`src/rtl/dice_pkg.sv`:
```
`timescale 1ns/1ps
package dice_pkg;

    localparam int unsigned DIE_PAIRS = 3;
    localparam int unsigned DIE_FACES = 2 * DIE_PAIRS;
    localparam int unsigned DIE_PIPS  = 2 * DIE_PAIRS + 1;
    localparam int unsigned FACE_W    = $clog2(DIE_FACES + 1);

    localparam logic [DIE_PAIRS-1:0] PAIR_ONE = DIE_PAIRS'(1);

    // Pip state: a thermometer of pairs plus the centre toggle bit.
    typedef struct packed {
        logic [DIE_PAIRS-1:0] pairs;
        logic                 centre;
    } die_state_t;

    typedef enum logic [2:0] {
        ACT_HOLD,
        ACT_LIGHT_CENTRE,
        ACT_FILL_PAIR,
        ACT_WRAP,
        ACT_RECOVER
    } die_action_t;

    localparam die_state_t DIE_FACE_ONE = '{pairs: '0, centre: 1'b1};

    // True when the set pair bits form a contiguous run starting at pair 0.
    function automatic logic is_thermo(input logic [DIE_PAIRS-1:0] p);
        return ((p + PAIR_ONE) & p) == '0;
    endfunction

    function automatic logic is_legal(input die_state_t s);
        return is_thermo(s.pairs) && !(s.centre && (&s.pairs));
    endfunction

    function automatic logic [FACE_W-1:0] count_pairs(input logic [DIE_PAIRS-1:0] p);
        logic [FACE_W-1:0] c;
        c = '0;
        for (int i = 0; i < DIE_PAIRS; i++) begin
            c = c + FACE_W'(p[i]);
        end
        return c;
    endfunction

    function automatic logic [FACE_W-1:0] face_value(input die_state_t s);
        logic [FACE_W-1:0] n;
        n = count_pairs(s.pairs);
        return n + n + FACE_W'(s.centre);
    endfunction

endpackage

```
`src/rtl/dice_step_ctrl.sv`:
```
`timescale 1ns/1ps
module dice_step_ctrl
    import dice_pkg::*;
(
    input  die_state_t  state_i,
    input  logic        roll_en,
    output die_action_t action_o
);

    always_comb begin
        if (!is_legal(state_i)) begin
            action_o = ACT_RECOVER;
        end else if (!roll_en) begin
            action_o = ACT_HOLD;
        end else if (state_i.centre) begin
            action_o = ACT_FILL_PAIR;   // centre falls, next pair fills
        end else if (&state_i.pairs) begin
            action_o = ACT_WRAP;        // last face reached
        end else begin
            action_o = ACT_LIGHT_CENTRE;
        end
    end

endmodule

```
`src/rtl/dice_state_reg.sv`:
```
`timescale 1ns/1ps
module dice_state_reg
    import dice_pkg::*;
(
    input  logic        clk,
    input  logic        rst,
    input  die_action_t action_i,
    output die_state_t  state_o
);

    die_state_t state_q;
    die_state_t state_d;

    always_comb begin
        state_d = state_q;
        unique case (action_i)
            ACT_HOLD: state_d = state_q;
            ACT_LIGHT_CENTRE: state_d.centre = 1'b1;
            ACT_FILL_PAIR: begin
                state_d.centre = 1'b0;
                state_d.pairs  = (state_q.pairs << 1) | PAIR_ONE;
            end
            ACT_WRAP:    state_d = DIE_FACE_ONE;
            ACT_RECOVER: state_d = DIE_FACE_ONE;
            default:     state_d = DIE_FACE_ONE;
        endcase
    end

    always_ff @(posedge clk) begin
        if (rst) begin
            state_q <= DIE_FACE_ONE;
        end else begin
            state_q <= state_d;
        end
    end

    assign state_o = state_q;

    // pairs stay a contiguous run from pair 0
    a_r6_thermometer: assert property (@(posedge clk) disable iff (rst)
        is_thermo(state_q.pairs));

    // centre and every pair never lit together
    a_r9_no_seventh: assert property (@(posedge clk) disable iff (rst)
        !(state_q.centre && (&state_q.pairs)));

    // a newly set pair coincides with the centre falling
    a_r7_fill_on_fall: assert property (@(posedge clk) disable iff (rst)
        (|(state_q.pairs & ~$past(state_q.pairs))) |-> ($past(state_q.centre) && !state_q.centre));

endmodule

```
`src/rtl/dice_pip_driver.sv`:
```
`timescale 1ns/1ps
module dice_pip_driver
    import dice_pkg::*;
(
    input  die_state_t          state_i,
    output logic [DIE_PIPS-1:0] pip_o,
    output logic [FACE_W-1:0]   face_o
);

    assign pip_o[0] = state_i.centre;

    for (genvar k = 0; k < DIE_PAIRS; k++) begin : g_pair
        assign pip_o[2*k+1] = state_i.pairs[k];
        assign pip_o[2*k+2] = state_i.pairs[k];
    end

    assign face_o = face_value(state_i);

endmodule

```
`src/rtl/dice_sequencer.sv`:
```
`timescale 1ns/1ps
module dice_sequencer
    import dice_pkg::*;
(
    input  logic                clk,
    input  logic                rst,
    input  logic                roll_en,
    output logic [DIE_PIPS-1:0] pip_o,
    output logic [FACE_W-1:0]   face_o
);

    die_state_t  state;
    die_action_t action;

    dice_step_ctrl u_ctrl (
        .state_i  (state),
        .roll_en  (roll_en),
        .action_o (action)
    );

    dice_state_reg u_state (
        .clk      (clk),
        .rst      (rst),
        .action_i (action),
        .state_o  (state)
    );

    dice_pip_driver u_pips (
        .state_i (state),
        .pip_o   (pip_o),
        .face_o  (face_o)
    );

    // no roll, no change on the display
    a_r2_hold: assert property (@(posedge clk) disable iff (rst)
        !roll_en |=> ($stable(pip_o) && $stable(face_o)));

    // centre pip flips on each rolling edge
    a_r5_centre_toggle: assert property (@(posedge clk) disable iff (rst)
        roll_en |=> (pip_o[0] != $past(pip_o[0])));

    // rolling from the top face lands on face 1
    a_r4_wrap: assert property (@(posedge clk) disable iff (rst)
        (roll_en && face_o == FACE_W'(DIE_FACES)) |=> (face_o == FACE_W'(1)));

    // face value equals the lit pip count and stays in range
    a_r8_face_count: assert property (@(posedge clk) disable iff (rst)
        (int'(face_o) == $countones(pip_o)) && face_o != '0
        && face_o <= FACE_W'(DIE_FACES));

endmodule

```
`config.mk`:
```
export PLATFORM = sky130hd
export DESIGN_NAME = dice_sequencer
export DESIGN_NICKNAME = d
export VERILOG_FILES = /design/src/rtl/dice_pkg.sv /design/src/rtl/dice_step_ctrl.sv /design/src/rtl/dice_state_reg.sv /design/src/rtl/dice_pip_driver.sv /design/src/rtl/dice_sequencer.sv
export SDC_FILE = /design/constraint.sdc
export NUM_CORES = 1
export LEC_CHECK = 0
export ABC_AREA = 1
export BUFFER_PORTS_ARGS = -buffer_cell sky130_fd_sc_hd__buf_2
export CORE_AREA = 2 2 39 41
export CTS_BUF_LIST = sky130_fd_sc_hd__clkbuf_16
export DETAILED_ROUTE_END_ITERATION = 10
export DIE_AREA = 0 0 41 43
export PLACE_DENSITY = 0.44
export SYNTH_ARGS = -nofsm -noshare
export SYNTH_HDL_FRONTEND = slang
export SYNTH_SLANG_ARGS = --single-unit
```
`constraint.sdc`:
```
create_clock -name clk -period 1.4 [get_ports clk]
set_input_delay 0.14 -clock clk [delete_from_list [all_inputs] [get_ports clk]]
set_output_delay 0.14 -clock clk [all_outputs]
set_load 0.01 [all_outputs]
```
Yosys cells after proc, flatten, opt, wreduce, memory -nomap -nowiden
Index checks and enable logic that the tools add are counted.
{"block": "classes", "mux": 6, "n_addsub": 5, "n_reduce_logical": 7, "n_bitwise": 1, "n_eq_ne": 2}
{"cell": "3-bit 2-to-1 mux", "n": 3}
{"cell": "3-bit by 1-bit adder with 3-bit output", "n": 2}
{"cell": "3-bit zero test", "n": 2}
{"cell": "3-bit case mux with 2 select lines", "n": 1}
{"cell": "3-bit by 1-bit adder with 3-bit output (second input constant)", "n": 1}
{"cell": "3-bit adder", "n": 1}
{"cell": "3-bit bitwise AND", "n": 1}
{"cell": "3-bit by 1-bit equality test with 1-bit output (second input constant)", "n": 1}
{"cell": "3-bit by 2-bit equality test with 1-bit output (second input constant)", "n": 1}
{"cell": "3-bit AND reduction", "n": 1}
{"cell": "1-bit by 1-bit adder with 2-bit output", "n": 1}
{"cell": "1-bit logical AND", "n": 2}
{"cell": "2-bit 2-to-1 mux", "n": 1}
{"cell": "1-bit case mux with 2 select lines", "n": 1}
{"cell": "2-bit OR reduction", "n": 1}
{"cell": "1-bit zero test", "n": 1}
{"block": "word_totals", "ff_bits": 4, "wordCells": 23}

Logic depth before layout (Yosys ltp)
{"block": "logic_depth", "depth_word": 8, "ltp_mapped": 6, "depth_no_buf": 6}

Modules after synthesis
A second synthesis with hierarchy kept.
{"block": "unflattened", "cells_unflattened": 39, "area_unflattened_um2": 275.3}
{"mod": "dice_state_reg", "cells_each": 18, "area_each_um2": 143.9, "seq_area_each_um2": 80.1, "n_inst": 1}
{"mod": "dice_pip_driver", "cells_each": 9, "area_each_um2": 80.1, "seq_area_each_um2": 0.0, "n_inst": 1}
{"mod": "dice_step_ctrl", "cells_each": 12, "area_each_um2": 51.3, "seq_area_each_um2": 0.0, "n_inst": 1}

Worst setup path before layout
No wires, ideal clock.
{"block": "synth_path", "path_type": "register -> output", "from": "reg u_state.state_q, in the netlist u_state.state_o[1]", "to": "out face_o[1]", "arrival_ns": 1.138, "stages_incl_launch_ff": 4, "required_ns": 1.260, "path_slack_ns": 0.122, "cell_sequence": "dfxtp_1 > inv_1 > fa_1 > inv_1"}
{"block": "synth_between", "elab_chain_len": 4}
{"item": "start, declared", "line": "dice_state_reg.sv:11", "text": "die_state_t state_q;"}
{"item": "start signal, assigned", "line": "dice_state_reg.sv:33", "text": "state_q <= state_d;"}
{"item": "1-bit by 1-bit adder with 2-bit output", "line": "dice_pkg.sv:40", "text": "c = c + FACE_W'(p[i]);"}
{"item": "3-bit by 1-bit adder with 3-bit output", "line": "dice_pkg.sv:40"}
{"item": "3-bit adder", "line": "dice_pkg.sv:48", "text": "return n + n + FACE_W'(s.centre);"}
{"item": "3-bit by 1-bit adder with 3-bit output", "line": "dice_pkg.sv:48"}
{"item": "end, declared", "line": "dice_sequencer.sv:9", "text": "output logic [FACE_W-1:0] face_o"}
Every way passes these cells.

Worst setup path in the final report
Same ends and word-level chain as after synthesis.

==> impl_metrics.tcl <==
set metrics [dict create \
    finalInstanceArea_um2 443 \
    grt_pass1_vias 253 \
    grt.met3_usage 0.0157 \
    nets 60 \
    grt_usage 0.0963 \
    num_vias 291 \
    yosysSeqAreaShare 0.295 \
    worstSetupStartpointType "flop" \
    tightest_slew_ns 0.267 \
    largest_register_ffs 4 \
    cts_tree "built" \
    synth_fp_nets 42 \
    synth_most_common_cell "inv_1" \
    peakVddDrop_uv 578 \
    p_total_w 0.000662 \
    synth_top_cell_area_share 0.295 \
    required_ns 1.26 \
    firstDrtPassIters 2 \
    num_antenna_cells 0 \
    initial_core_util 0.196 \
    drt-vias-per-instance 4.22 \
    r2r_slack_ns 0.18 \
    min_period_ns 1.40 \
    busiest_layer "met2" \
    ys_ff_latch 4 \
    cts_root_buffer "clkbuf_16" \
    clk_pin_slew_worst_paths_ns 0.03 \
    synth.distinct_cells 12 \
    globalRouteMet1Util 0.0865 \
    insertion_delay_ns 0.22 \
    fmax_ghz 0.717 \
    synth_edf_count 0 \
    slew_headroom 0.822 \
    cts_sinks 4 \
    slew_violations 0 \
    cts_buffers 3 \
    power.leakage_nw 0.232 \
    hold_viol_final 0 \
    yosysTopAreaCell "dfxtp_1" \
    yosys_warnings 0 \
    syn_area_um2 272 \
    synthArstFlopShare 0 \
    arrival_ns 1.26 \
    grt_max_degree 8 \
    ctsLongestPathBuffers 2 \
    ctsHtreeMaxLevel 1 \
    status "finished, final reports clean" \
    die_area_um2 1760 \
    portBuffers 12 \
    synth_ff_type "dfxtp_1" \
    endpoint_kind "primary output" \
    syn_to_final_growth_pct 63.1 \
    ioPinCount 13 \
    core-area_um2 1380 \
    antenna_found_initial 0 \
    place.gp.congestion 0.705 \
    dpl-instance-area_um2 344 \
    r2r_cells 5 \
    drt_iter0_drc 3 \
    critPathKind "flop to primary output" \
    r2r_end "u_state.state_o[2]$_SDFFE_PP0N_" \
    finalCritPeriodShare 0.997 \
    ant_nets 0 \
    critPathMaxFanout 2 \
    wl_um 631 \
    final-setup-viol-count 0 \
    synth_cells 37 \
    crit_path_start "u_state.state_o[1]$_SDFFE_PP0N_" \
    r2r-start "u_state.state_o[1]$_SDFFE_PP0N_" \
    met2_usage 0.150 \
    grt_pass1_wl_um 1040 \
    power.density_nw_per_um2 1490 \
    hold_path_class "input port to flop" \
    wl_per_cell_um 9.14 \
    rsz0062_at_grt "yes" \
    dp.final_hpwl_um 442 \
    crit_end "face_o[1]" \
    avgSynthCellArea_um2 7.34 \
    grt_remaining_overflow 0 \
    die_h_um 43 \
    drive_gt1_frac 0.472 \
    synthTopCellsByArea "dfxtp_1, nand4_1, buf_4" \
    synth_common_cells "inv_1, nand4_1, buf_4, dfxtp_1, nand2_1" \
    num_rows 14 \
    die_w_um 41 \
    drv_cap 0 \
    fin_skew_ns 0.000780 \
    route.detailed.drc 0 \
]
-- worst max-delay path, stage by stage, from the launching register on --
cell     delay (ns)
dfxtp_2        0.32
inv_2          0.04
fa_1           0.52
inv_1          0.05
buf_6          0.11
-- report_power, final --
part           total [W]  internal, W  switching, W
logic          0.0000920    0.0000440     0.0000481
registers       0.000130     0.000123    0.00000681
clock network   0.000440     0.000364     0.0000756
total           0.000662     0.000532      0.000131
-- final cells by class --
cell class,count,area (µm²)
multi-input cells,22,135
flip-flops and latches,4,82.6
fillers,156,941
clock buffers,3,75.1
well taps,16,20.0
inverters,7,26.3
repair buffers,17,104
-- worst min-delay path by stage --
stage                     start                               to  slack [ns]  cells after the start
final                       rst  u_state.state_o[1]$_SDFFE_PP0N_        0.12                      2
after global routing        rst  u_state.state_o[1]$_SDFFE_PP0N_        0.12                      2
after CTS                   rst  u_state.state_o[2]$_SDFFE_PP0N_        0.11                      2
after detailed placement    rst  u_state.state_o[2]$_SDFFE_PP0N_        0.35                      2
after global placement      rst  u_state.state_o[3]$_SDFFE_PP0N_        0.35                      2
after floorplan             rst  u_state.state_o[1]$_SDFFE_PP0N_        0.21                      1
-- metrics by stage --
step	setup slack (ns)	util	hold WS, ns	setup TNS, ns	cells
global placement	0.190	0.249	0.354	0	64
global route	-0.0564	0.320	0.121	-0.0564	69
floorplan	0.122	-	0.209	0	37
CTS	-0.00559	0.310	0.114	-0.00559	68
detailed placement	0.172	0.249	0.353	0	64
finish	0.00439	0.320	0.116	0	69
-- placed cells by master (no fill, tap or decap) --
cell / synthesis / layout
nand2_1: 4 / 4
nor2_1: 3 / 3
dfxtp_2: 0 / 2
buf_2: 0 / 11
nand3_1: 3 / 3
buf_6: 0 / 1
fa_1: 1 / 1
inv_1: 7 / 6
o21ai_2: 1 / 1
clkbuf_16: 0 / 3
buf_4: 4 / 5
ha_1: 1 / 1
inv_2: 0 / 1
dfxtp_1: 4 / 2
a21oi_1: 3 / 3
nand4_1: 5 / 5
nand2_2: 1 / 1
-- metal layers --
metal  share of wire  vias to the layer above  routed length (µm)
met5               0                        -                   0
met3           0.051                        2                  32
met2            0.54                       10                 338
met4           0.030                        0                  19
li1                -                      152                   -
met1            0.38                      127                 240
-- kinds of logic (layout without fill, tap and decap cells) --
| logic type | Yosys count | count (layout) | synth area share |
|---|---|---|---|
| buf+inv | 11 | 27 | 0.207 |
| flops | 4 | 4 | 0.295 |
| compound gates | 4 | 4 | 0.0875 |
| simple gates | 16 | 16 | 0.290 |
| fa+ha+maj | 2 | 2 | 0.120 |
-- repair_timing --
| item | 4_1_cts | 5_1_grt |
|---|---|---|
| hold buffers | 0 | 0 |
| buffers inserted | 1 | 1 |
| pin swaps | 0 | 0 |
| gates resized for setup | 3 | 1 |
| setup endpoints to repair | 1 | 1 |
Power figures use the tool's default switching activity.
